`config.mk`:
```
export PLATFORM = sky130hd
export DESIGN_NAME = flag_status_reg
export DESIGN_NICKNAME = d
export VERILOG_FILES = /design/src/rtl/flagreg_pkg.sv /design/src/rtl/flagreg_decode.sv /design/src/rtl/flagreg_merge.sv /design/src/rtl/flag_status_reg.sv
export SDC_FILE = /design/constraint.sdc
export NUM_CORES = 1
export LEC_CHECK = 0
export BUFFER_PORTS_ARGS = -buffer_cell sky130_fd_sc_hd__buf_2
export CAP_MARGIN = 20
export CORE_MARGIN = 4
export CORE_UTILIZATION = 36
export DETAILED_ROUTE_END_ITERATION = 7
export PLACE_DENSITY = 0.84
export SLEW_MARGIN = 40
export SYNTH_ARGS = -nofsm -noshare
export SYNTH_HDL_FRONTEND = slang
export SYNTH_SLANG_ARGS = --single-unit
export TNS_END_PERCENT = 1
```
`constraint.sdc`:
```
create_clock -name clk -period 1.3 [get_ports clk]
set_clock_uncertainty 0.1 [all_clocks]
set_input_delay 0.13 -clock clk [delete_from_list [all_inputs] [get_ports clk]]
set_output_delay 0.13 -clock clk [all_outputs]
set_load 0.03 [all_outputs]
```
`src/rtl/flagreg_pkg.sv`:
```
package flagreg_pkg;

    localparam int unsigned NFLAG    = 8;
    localparam int unsigned SEL_W    = $clog2(NFLAG);
    localparam int unsigned INSTR_W  = 16;

    // Bit positions that other logic depends on
    localparam int unsigned IDX_IE   = 7;
    localparam int unsigned IDX_CY   = 0;

    typedef logic [NFLAG-1:0] flag_vec_t;

    typedef struct packed {
        logic             hit;
        logic             clr;
        logic [SEL_W-1:0] sel;
    } bitop_t;

    typedef struct packed {
        flag_vec_t flags;
    } flagreg_state_t;

endpackage

```
`src/rtl/flagreg_decode.sv`:
```
module flagreg_decode
    import flagreg_pkg::*;
#(
    parameter int unsigned WORD_W   = INSTR_W,
    parameter int unsigned PRE_W    = 8,
    parameter logic [PRE_W-1:0] PRE_VAL = 8'h94,
    parameter int unsigned SUF_W    = 4,
    parameter logic [SUF_W-1:0] SUF_VAL = 4'h8
) (
    input  logic              vld,
    input  logic [WORD_W-1:0] word,
    output bitop_t            op
);
    localparam int unsigned POL_BIT = SUF_W + SEL_W;
    localparam int unsigned PRE_LSB = WORD_W - PRE_W;

    logic pre_ok_d;
    logic suf_ok_d;

    always_comb begin
        pre_ok_d = (word[WORD_W-1:PRE_LSB] == PRE_VAL);
        suf_ok_d = (word[SUF_W-1:0] == SUF_VAL);
        op.hit   = vld && pre_ok_d && suf_ok_d;
        op.clr   = word[POL_BIT];
        op.sel   = word[SUF_W +: SEL_W];
    end

endmodule

```
`src/rtl/flagreg_merge.sv`:
```
module flagreg_merge
    import flagreg_pkg::*;
(
    input  flag_vec_t cur,
    input  bitop_t    op,
    input  flag_vec_t alu_we,
    input  flag_vec_t alu_val,
    output flag_vec_t nxt
);
    for (genvar g = 0; g < NFLAG; g++) begin : g_bit
        logic pick_d;
        always_comb begin
            pick_d = op.hit && (op.sel == SEL_W'(g));
            if (pick_d)
                nxt[g] = ~op.clr;
            else if (alu_we[g])
                nxt[g] = alu_val[g];
            else
                nxt[g] = cur[g];
        end
    end

endmodule

```
`src/rtl/flag_status_reg.sv`:
```
module flag_status_reg
    import flagreg_pkg::*;
(
    input  logic               clk,
    input  logic               rst_n,
    input  logic               instr_vld,
    input  logic [INSTR_W-1:0] instr_word,
    input  logic [NFLAG-1:0]   alu_we,
    input  logic [NFLAG-1:0]   alu_flags,
    output logic [NFLAG-1:0]   flags_q,
    output logic               irq_en
);
    bitop_t         op;
    flag_vec_t      merged;
    flagreg_state_t st_d;
    flagreg_state_t st_q;

    flagreg_decode i_dec (
        .vld  (instr_vld),
        .word (instr_word),
        .op   (op)
    );

    flagreg_merge i_mrg (
        .cur     (st_q.flags),
        .op      (op),
        .alu_we  (alu_we),
        .alu_val (alu_flags),
        .nxt     (merged)
    );

    always_comb begin
        st_d       = st_q;
        st_d.flags = merged;
    end

    always_ff @(posedge clk) begin
        if (!rst_n)
            st_q <= '0;
        else
            st_q <= st_d;
    end

    assign flags_q = st_q.flags;
    assign irq_en  = st_q.flags[IDX_IE];

    // set instruction leaves its bit at 1
    a_r2_set_bit: assert property (@(posedge clk) disable iff (!rst_n)
        (op.hit && !op.clr) |=> flags_q[$past(op.sel)] == 1'b1);

    // clear instruction leaves its bit at 0
    a_r3_clear_bit: assert property (@(posedge clk) disable iff (!rst_n)
        (op.hit && op.clr) |=> flags_q[$past(op.sel)] == 1'b0);

    // without ALU writes at most one bit moves
    a_r4_single_bit: assert property (@(posedge clk) disable iff (!rst_n)
        (op.hit && alu_we == '0) |=> $countones(flags_q ^ $past(flags_q)) <= 1);

    // nothing recognised and no ALU write keeps the register
    a_r5_ignored: assert property (@(posedge clk) disable iff (!rst_n)
        (!op.hit && alu_we == '0) |=> $stable(flags_q));

    // enabled ALU bits land when no instruction competes
    a_r6_alu_write: assert property (@(posedge clk) disable iff (!rst_n)
        (!op.hit) |=> ((flags_q & $past(alu_we)) == ($past(alu_flags) & $past(alu_we))));

    // interrupt enable output tracks bit 7 over time
    a_r8_irq_track: assert property (@(posedge clk) disable iff (!rst_n)
        $rose(flags_q[IDX_IE]) |-> $rose(irq_en));

endmodule

```
==> metrics.csv, run 1 <==
stage,metric,value,unit
critical_path,R2R Setup Slk,420,ps
floorplan,Die Area,0.00208,sq mm
place,PortBufs,43,
critical_path,kind of critical path,in2reg,
detailed_routing,Detailed Route WL,1.29,mm
pwr,VDD IR max,0.373,mV
clock_network,CTS tree,done,
critical_path,startpoint types,input pin,
logic_synthesis,Synth area leader,dfxtp_1,
outcome,status,completed,
detailed_routing,ANT nets after route,0,
global_route,GRT overflow,0,
timing,Worst Tran Pin Value,253,ps
timing,count of pins over their slew limit,0,
clock_network,Clock Sinks,8,
floorplan,die height,45.7,um
clock_network,# resized after CTS,0,
logic_synthesis,asr flop ratio synth,0,%
logic_synthesis,Syn Area/Cell,10.2,sq um
floorplan,FP Rows,13,
timing,RSZ-0062 raised after global routing,no,
global_route,pin count of the biggest net entering global routing,9,
logic_synthesis,"EDFF count, synth",0,
clock_network,CTS HTree Levels,1,
detailed_routing,Residual DRC,0,
cells_and_area,Inserted Diodes,0,
hold_path,hold_sp,alu_flags[1],
clock_network,number of CTS-inserted buffers,3,
timing,setup ws final,227,ps
place,Setup WS pre-CTS,-44.0,ps
global_route,Overall Global Routing Usage,11.8,%
cells_and_area,Area Overhead vs Synth,48.8,%
critical_path,CP Capture Type,flip-flop,
place,RD Place Congestion,0.758,
timing,"Hold Violations, Final",0,
global_route,antenna violations before repair,0,
place,# placed instances,107,
place,placed inst area,737,sq um
critical_path,Critical R2R Capture,flags_q[2],
cells_and_area,Nets,132,
hold_path,Hold Path End,flags_q[1],
critical_path,Reg2Reg Launch Point,flags_q[2],
logic_synthesis,Ys Warns,0,
clock_network,Worst-Skew Late Latency,250,ps
clock_network,Root Buffer,clkbuf_4,
cells_and_area,max reg flops,8,
detailed_routing,First-pass DRT Iterations,4,
detailed_routing,DR vias/cell,5.23,
timing,Tmin final,1070,ps
critical_path,crit path DAT,1170,ps
pwr,Leak,0.436,nW
critical_path,reg2reg path depth,3,
critical_path,"Req. time, crit path",1390,ps
pwr,power density cells,824,mW/mm^2
clock_network,"Clk pin slew, worst setup/hold paths",60,ps
clock_network,postcts setup bufs,0,
timing,Worst slew margin,83.1,%
clock_network,CTS Hold Bufs,0,
job,# Max-Cap Violations,0,
logic_synthesis,post-synthesis cell type count,16,
logic_synthesis,main area contributors after synthesis,"dfxtp_1 31%, mux2i_1 16%, o211a_1 12%",
timing,final period utilization,82.6,%
floorplan,core area,0.00132,sq mm
logic_synthesis,synth cell count leaders,"8 x dfxtp_1, 8 x mux2i_1, 8 x o21ai_0",
cells_and_area,area occupied by registers,160,sq um
timing,final setup fails,0,
place,Detailed Place HPWL,1.10,mm
floorplan,initial core utilization,38.7,%
detailed_routing,Vias,575,
cells_and_area,Post-Layout Cell Count,110,
detailed_routing,wire length per cell,11.7,um
cells_and_area,multi-input logic area,343,sq um
clock_network,deepest clock path buffer count,2,
cells_and_area,Final Instance Area,759,sq um
global_route,global-route wire length before repair,1.83,mm
hold_path,Hold Path Class,in2reg,
global_route,via count of the first global-routing pass,457,
floorplan,width of the die,45.7,um
logic_synthesis,"Seq/Total Area, Yosys",31.4,%
logic_synthesis,cells after synthesis,50,
logic_synthesis,"FF+latch count, synth",8,
cells_and_area,fraction of layout cells with a size suffix above 1,54.7,%
detailed_routing,Iteration-0 DRC Markers,2,
critical_path,CP Max Fanout,8,
logic_synthesis,Most used DFF post-synth,dfxtp_1,
logic_synthesis,post-synth top area share,31.4,%
cells_and_area,Filler Cell Count,132,
floorplan,IO Pins,44,
logic_synthesis,syn_nets,85,
timing,Max Clk Rate,0.932,GHz
hold_path,Hold Path Depth,3,
logic_synthesis,synthesized area,510,sq um
## metal layers
layer	wire (um)	track usage, %	vias to the layer above
met4	17	5.26	0
met1	464	13.9	253
met3	202	2.37	2
li1	-	-	285
met2	603	20.3	35
met5	0	0	-
## cell families (layout without fill, tap and decap cells)
family | after synthesis | in the layout | share of synthesized area [%]
compound gates | 16 | 16 | 21.6
buf+inv | 1 | 46 | 1.47
simple gates | 17 | 17 | 29.9
flops | 8 | 8 | 31.4
mux | 8 | 8 | 15.7
## worst max path at each step
stage             startpoint         end  cells past startpoint
6_report       instr_word[0]  flags_q[3]                      5
5_1_grt        instr_word[0]  flags_q[5]                      5
4_1_cts        instr_word[0]  flags_q[3]                      5
3_5_place_dp   instr_word[0]  flags_q[3]                      5
3_3_place_gp   instr_word[0]  flags_q[6]                      5
2_1_floorplan  instr_word[0]  flags_q[5]                      4
## power breakdown
part | total [mW] | internal [mW] | switching (mW)
Combinational | 0.169 | 0.0819 | 0.0868
Sequential | 0.266 | 0.260 | 0.00640
Clock | 0.190 | 0.106 | 0.0848
Total | 0.626 | 0.448 | 0.178
## worst max-delay path, stage by stage
cell and delay, ps:
buf_2 110, nor4b_4 310, nand4_2 230, o21ai_0 220
o211a_1 160
## stage by stage
stage / total power [mW] / hold WS, ps / util, % / TNS (ps)
after floorplan: 0.359 / 163 / - / 0
after global placement: 0.438 / 306 / 55.9 / 0
after detailed placement: 0.442 / 319 / 55.9 / -232
after CTS: 0.630 / 64.7 / 57.6 / 0
after global routing: 0.663 / 67.9 / 57.6 / 0
final: 0.626 / 59.9 / 57.6 / 0
## cell usage in the layout (no fill, tap or decap)
| cell type | instances |
|---|---|
| nor4b_2 | 1 |
| nor4b_4 | 1 |
| nand3_1 | 1 |
| clkbuf_4 | 3 |
| nand4_2 | 2 |
| dfxtp_1 | 8 |
| nor2_1 | 1 |
| buf_2 | 43 |
| nand2_1 | 2 |
| o21ai_0 | 8 |
| nand2b_1 | 4 |
| mux2i_1 | 8 |
| and2b_1 | 1 |
| a21oi_1 | 2 |
| o211a_1 | 6 |
| and4bb_2 | 2 |
| nand3b_1 | 2 |
## area by class of cell
| type | count | area share, % |
|---|---|---|
| multi-input cells | 41 | 45.1 |
| repair buffers | 43 | 28.3 |
| flip-flops and latches | 8 | 21.1 |
| clock buffers | 3 | 2.97 |
| well taps | 15 | 2.47 |
Note: power is estimated with default switching activity, not from simulation.
==> run 2, diff against run 1 <==
Settings changed: ABC_AREA set to 1, PLACE_DENSITY 0.84 to 0.81.
Clock period 1.3 ns to 0.9 ns, I/O delays scaled along.
==> metrics.csv, run 2 <==
stage,metric,value,unit
clock_network,number of CTS-inserted buffers,3,
detailed_routing,wire length per cell,11.0,um
logic_synthesis,Synth area leader,dfxtp_1,
pwr,power density cells,997,mW/mm^2
timing,"Hold Violations, Final",0,
detailed_routing,Detailed Route WL,1.88,mm
cells_and_area,"most common cell after layout, fill and taps aside",buf_2,
logic_synthesis,synthesized area,642,sq um
timing,Max Clk Rate,1.09,GHz
critical_path,CP max stage delay,350,ps
clock_network,"Clk pin slew, worst setup/hold paths",60,ps
detailed_routing,Residual DRC,0,
critical_path,startpoint types,flip-flop,
logic_synthesis,asr flop ratio synth,0,%
logic_synthesis,post-synthesis cell type count,14,
critical_path,CP top delay family,flip-flops,
logic_synthesis,top-count cell post-synth,nand2_1,
detailed_routing,First-pass DRT Iterations,4,
detailed_routing,Highest Signal Layer,met4,
timing,setup ws final,-17.7,ps
cells_and_area,fraction of layout cells with a size suffix above 1,50.0,%
outcome,violated checks,negative setup slack,
critical_path,CP Capture Type,output pin,
logic_synthesis,Syn Area/Cell,6.23,sq um
global_route,global-route wire length before repair,3.11,mm
global_route,Overall Global Routing Usage,15.4,%
pwr,Flop pwr share,39.5,%
place,Setup WS pre-CTS,-219,ps
global_route,pin count of the biggest net entering global routing,9,
pwr,VDD IR max,0.472,mV
floorplan,initial core utilization,40.3,%
place,PortBufs,43,
critical_path,kind of critical path,reg2out,
timing,count of pins over their slew limit,0,
pwr,Net Switching,310,uW
logic_synthesis,"EDFF count, synth",0,
detailed_routing,met2 wire len,1.05,mm
timing,final period utilization,102,%
pwr,Switching Fraction,31.0,%
outcome,status,"finished, violations left",
floorplan,width of the die,50.2,um
cells_and_area,area occupied by registers,170,sq um
cells_and_area,max reg flops,8,
pwr,combinational fraction of design power,32.9,%
place,Detailed Place HPWL,1.46,mm
floorplan,IO Pins,44,
clock_network,CTS tree,done,
floorplan,core area,0.00159,sq mm
logic_synthesis,"Seq/Total Area, Yosys",25.0,%
critical_path,WP buf/inv,1,
timing,Worst slew margin,78.8,%
logic_synthesis,syn_nets,138,
logic_synthesis,main area contributors after synthesis,"dfxtp_1 25%, nand3_1 13%, mux2i_1 12%",
clock_network,Worst-Skew Late Latency,260,ps
cells_and_area,multi-input logic area,415,sq um
global_route,via count of the first global-routing pass,812,
critical_path,crit path DAT,730,ps
clock_network,postcts setup bufs,0,
cells_and_area,Final Instance Area,0.00100,sq mm
critical_path,"Req. time, crit path",710,ps
timing,Total Neg Setup Slack,-61.9,ps
global_route,GRT overflow,0,
floorplan,Die Area,0.00252,sq mm
floorplan,FP Rows,14,
logic_synthesis,Ys Warns,0,
cells_and_area,"commonest cells after routing, fill and taps aside","31 x buf_2, 21 x nand2_1, 15 x nor2_1",
floorplan,die height,50.2,um
detailed_routing,DR vias/cell,4.59,
hold_path,Hold Path Class,in2reg,
timing,RSZ-0062 raised after global routing,yes,
cells_and_area,Inserted Diodes,0,
clock_network,deepest clock path buffer count,2,
detailed_routing,WL met3,131,um
clock_network,CTS HTree Levels,1,
detailed_routing,ANT nets after route,0,
place,RD Place Congestion,0.797,
logic_synthesis,Most used DFF post-synth,dfxtp_1,
timing,final setup fails,6,
cells_and_area,Filler Cell Count,143,
job,# Max-Cap Violations,0,
pwr,clock share of power,27.6,%
global_route,antenna violations before repair,0,
detailed_routing,metal1 wirelength,680,um
pwr,cell-internal power,690,uW
critical_path,CP Max Fanout,3,
timing,Tmin final,918,ps
timing,WHS,23.1,ps
logic_synthesis,cells after synthesis,103,
pwr,"Power, Total",1.00,mW
detailed_routing,Iteration-0 DRC Markers,6,
logic_synthesis,post-synth top area share,25.0,%
clock_network,Root Buffer,clkbuf_4,
detailed_routing,Vias,781,
cells_and_area,Nets,183,
logic_synthesis,"FF+latch count, synth",8,
logic_synthesis,synth cell count leaders,"21 x nand2_1, 17 x nand3_1, 15 x inv_1, 15 x nor2_1",
clock_network,Clock Sinks,8,
place,placed inst area,872,sq um
critical_path,CP cell instances,buf_6,
pwr,Leak,0.537,nW
critical_path,slowest CP cell,dfxtp_2,
timing,Worst Tran Pin Value,315,ps
cells_and_area,Area Overhead vs Synth,56.3,%
[run 2: cell count changes in the layout (fill, tap and decap cells not counted), moves of 5 or more]
cell,previous run,this run
nand2_1,2,21
nor2_1,1,15
buf_2,43,31
buf_6,0,12
inv_1,0,12
nand3_1,1,12
dfxtp_1,8,0
dfxtp_2,0,8
inv_2,0,8
o21ai_0,8,0
o211a_1,6,0
nand3_2,0,5
[run 2: final timing paths]
check	from	endpoint	slack [ps]	cells past startpoint
setup / recovery	flags_q[7]	flags_q[7]	-20	1
hold / removal	rst_n	flags_q[1]	20	3
setup reg to reg	flags_q[7]	flags_q[7]	80	4
hold reg to reg	flags_q[6]	flags_q[6]	500	4
[run 2: metrics by stage]
step / util, % / cells
2_1_floorplan: - / 103
3_3_place_gp: 54.7 / 167
3_5_place_dp: 54.7 / 167
4_1_cts: 60.2 / 170
5_1_grt: 63.0 / 170
6_report: 63.0 / 170
[run 2: what timing repair did]
item | 4_1_cts | 5_1_grt
hold buffers | 0 | 0
pin swaps | 0 | 4
setup endpoints to repair | 9 | 16
resized for setup | 25 | 11
[run 2: worst min-delay path, stage by stage]
cell and delay, ps:
buf_2 150, nand2_1 80, nor2_1 30
[run 2: cell families (layout without fill, tap and decap cells)]
group	after synthesis	after routing	share of synthesized area [%]
multiplexers	8	8	12.5
flip-flops	8	8	25.0
AND/OR/NAND/NOR	64	64	48.3
buffers and inverters	23	66	14.2
[run 2: cell type report]
cell class                      count  area share (%)
Tap cell                           24            2.99
Clock buffer                        3            2.24
Timing Repair Buffer               43            28.9
Inverter                           20            7.48
Multi-Input combinational cell     72            41.4
Sequential cell                     8            17.0
[run 2: power groups by stage]
| stage | Combinational [mW] | Clock (mW) | Sequential, mW |
|---|---|---|---|
| 2_1_floorplan | 0.122 | 0 | 0.436 |
| 3_3_place_gp | 0.274 | 0 | 0.392 |
| 3_5_place_dp | 0.286 | 0 | 0.393 |
| 4_1_cts | 0.313 | 0.293 | 0.395 |
| 5_1_grt | 0.360 | 0.313 | 0.400 |
| 6_report | 0.329 | 0.276 | 0.395 |
[run 2: routing by layer]
layer  up-vias  global-route usage (%)
met5         -                       0
met4         0                    4.61
met3         2                    4.73
met2        27                    30.2
met1       346                    15.3
li1        406                       -
==> run 3, diff against run 2 <==
==> constraint.sdc (replaced) <==
create_clock -name clk -period 0.9 [get_ports clk]
set_clock_uncertainty 0.1 [all_clocks]
set_input_delay 0.09 -clock clk [delete_from_list [all_inputs] [get_ports clk]]
set_output_delay 0.09 -clock clk [all_outputs]
set_load 0.02 [all_outputs]
==> metrics.csv, run 3 (same netlist as run 2, synthesis figures left out) <==
stage,metric,value,unit
timing,RSZ-0062 raised after global routing,yes,
cells_and_area,Filler Cell Count,139,
global_route,GRT overflow,0,
pwr,power density cells,970,mW/mm^2
critical_path,crit path DAT,710,ps
floorplan,die height,50.2,um
pwr,VDD IR max,0.633,mV
hold_path,hold_sp,rst_n,
hold_path,Hold Path End,flags_q[4],
clock_network,deepest clock path buffer count,2,
cells_and_area,Final Instance Area,0.00101,sq mm
floorplan,width of the die,50.2,um
critical_path,CP max stage delay,350,ps
floorplan,Die Area,0.00252,sq mm
job,# Max-Cap Violations,0,
cells_and_area,Area Overhead vs Synth,57.1,%
global_route,antenna violations before repair,0,
critical_path,CP Max Fanout,3,
cells_and_area,Inserted Diodes,0,
timing,final setup fails,3,
global_route,via count of the first global-routing pass,828,
critical_path,CP cell instances,buf_6,
clock_network,postcts setup bufs,0,
timing,Worst slew margin,77.7,%
cells_and_area,fraction of layout cells with a size suffix above 1,50.7,%
detailed_routing,Vias,774,
pwr,combinational fraction of design power,31.7,%
cells_and_area,Nets,183,
critical_path,CP Depth,1,
timing,Worst Tran Pin Value,332,ps
cells_and_area,max reg flops,8,
place,placed inst area,871,sq um
clock_network,"Clk pin slew, worst setup/hold paths",60,ps
clock_network,CTS tree,done,
critical_path,R2R Setup Slk,70,ps
clock_network,number of CTS-inserted buffers,3,
timing,count of pins over their slew limit,0,
critical_path,reg2reg path depth,4,
timing,Max Clk Rate,1.11,GHz
place,RD Place Congestion,0.828,
timing,"Hold Violations, Final",0,
detailed_routing,wire length per cell,10.5,um
clock_network,Clock Sinks,8,
detailed_routing,ANT nets after route,0,
place,Detailed Place HPWL,1.35,mm
timing,Total Neg Setup Slack,-11.9,ps
hold_path,Hold Path Depth,3,
critical_path,WP buf/inv,1,
pwr,Net Switching,289,uW
floorplan,IO Pins,44,
global_route,global-route wire length before repair,3.04,mm
global_route,pin count of the biggest net entering global routing,9,
critical_path,Critical R2R Capture,flags_q[7],
detailed_routing,Residual DRC,0,
detailed_routing,DR vias/cell,4.55,
detailed_routing,Detailed Route WL,1.79,mm
cells_and_area,"commonest cells after routing, fill and taps aside","31 x buf_2, 21 x nand2_1, 15 x nor2_1",
pwr,Flop pwr share,40.3,%
critical_path,Reg2Reg Launch Point,flags_q[7],
place,Setup WS pre-CTS,-184,ps
floorplan,FP Rows,14,
floorplan,initial core utilization,40.3,%
cells_and_area,"most common cell after layout, fill and taps aside",buf_2,
hold_path,Hold Path Class,in2reg,
pwr,clock share of power,28.0,%
pwr,Leak,0.537,nW
detailed_routing,First-pass DRT Iterations,4,
pwr,Switching Fraction,29.5,%
clock_network,CTS HTree Levels,1,
critical_path,kind of critical path,reg2out,
timing,setup ws final,-4.19,ps
timing,final period utilization,100,%
clock_network,Root Buffer,clkbuf_4,
clock_network,CTS Hold Bufs,0,
critical_path,"Req. time, crit path",710,ps
outcome,violated checks,negative setup slack,
pwr,cell-internal power,689,uW
floorplan,core area,0.00159,sq mm
critical_path,CP Capture Type,output pin,
critical_path,slowest CP cell,dfxtp_2,
timing,Tmin final,904,ps
outcome,status,"finished, violations left",
place,PortBufs,43,
critical_path,startpoint types,flip-flop,
detailed_routing,Iteration-0 DRC Markers,9,
critical_path,CP top delay family,flip-flops,
clock_network,Worst-Skew Late Latency,260,ps
global_route,Overall Global Routing Usage,15.0,%
-- run 3: area by class of cell --
| type | count | area, sq um | share of cell area (%) |
|---|---|---|---|
| sequential | 8 | 170 | 16.9 |
| inverter | 20 | 75.1 | 7.44 |
| timing repair buffer | 43 | 290 | 28.8 |
| tap | 24 | 30.0 | 2.98 |
| multi-input combinational | 72 | 420 | 41.7 |
| clock buffer | 3 | 22.5 | 2.23 |
-- run 3: worst max-delay path by stage --
stage,start,to,slack [ps]
floorplan,instr_vld,flags_q[0],2
global placement,instr_word[1],flags_q[7],-160
detailed placement,instr_word[14],flags_q[0],-180
CTS,flags_q[2],flags_q[2],-20
global route,instr_word[2],flags_q[5],-70
finish,flags_q[7],flags_q[7],-4
-- run 3: metrics by stage --
stage / hold WS (ps) / instances / util (%) / power (mW)
6_report: 28.4 / 170 / 63.3 / 0.978
5_1_grt: 21.8 / 170 / 63.3 / 1.05
4_1_cts: 19.3 / 170 / 60.0 / 0.971
3_5_place_dp: 296 / 167 / 54.6 / 0.658
3_3_place_gp: 289 / 167 / 54.6 / 0.648
2_1_floorplan: 219 / 103 / - / 0.540
-- run 3: power by group through the flow --
stage / Clock, mW / Combinational, mW / Sequential, mW
2_1_floorplan: 0 / 0.120 / 0.420
3_3_place_gp: 0 / 0.256 / 0.392
3_5_place_dp: 0 / 0.266 / 0.392
4_1_cts: 0.282 / 0.295 / 0.394
5_1_grt: 0.311 / 0.338 / 0.399
6_report: 0.274 / 0.310 / 0.395
-- run 3: per-layer routing --
| metal | vias to the layer above | track usage [%] | part of all wire (%) |
|---|---|---|---|
| met5 | - | 0 | 0 |
| met4 | 0 | 4.15 | 0.45 |
| met3 | 2 | 5.62 | 6.8 |
| met2 | 26 | 28.9 | 53 |
| met1 | 339 | 14.8 | 40 |
| li1 | 407 | - | - |
-- run 3: repair_timing --
action / in CTS / in global routing
endpoints found under the setup margin: 9 / 16
resized for setup: 24 / 14
pin swaps: 0 / 3
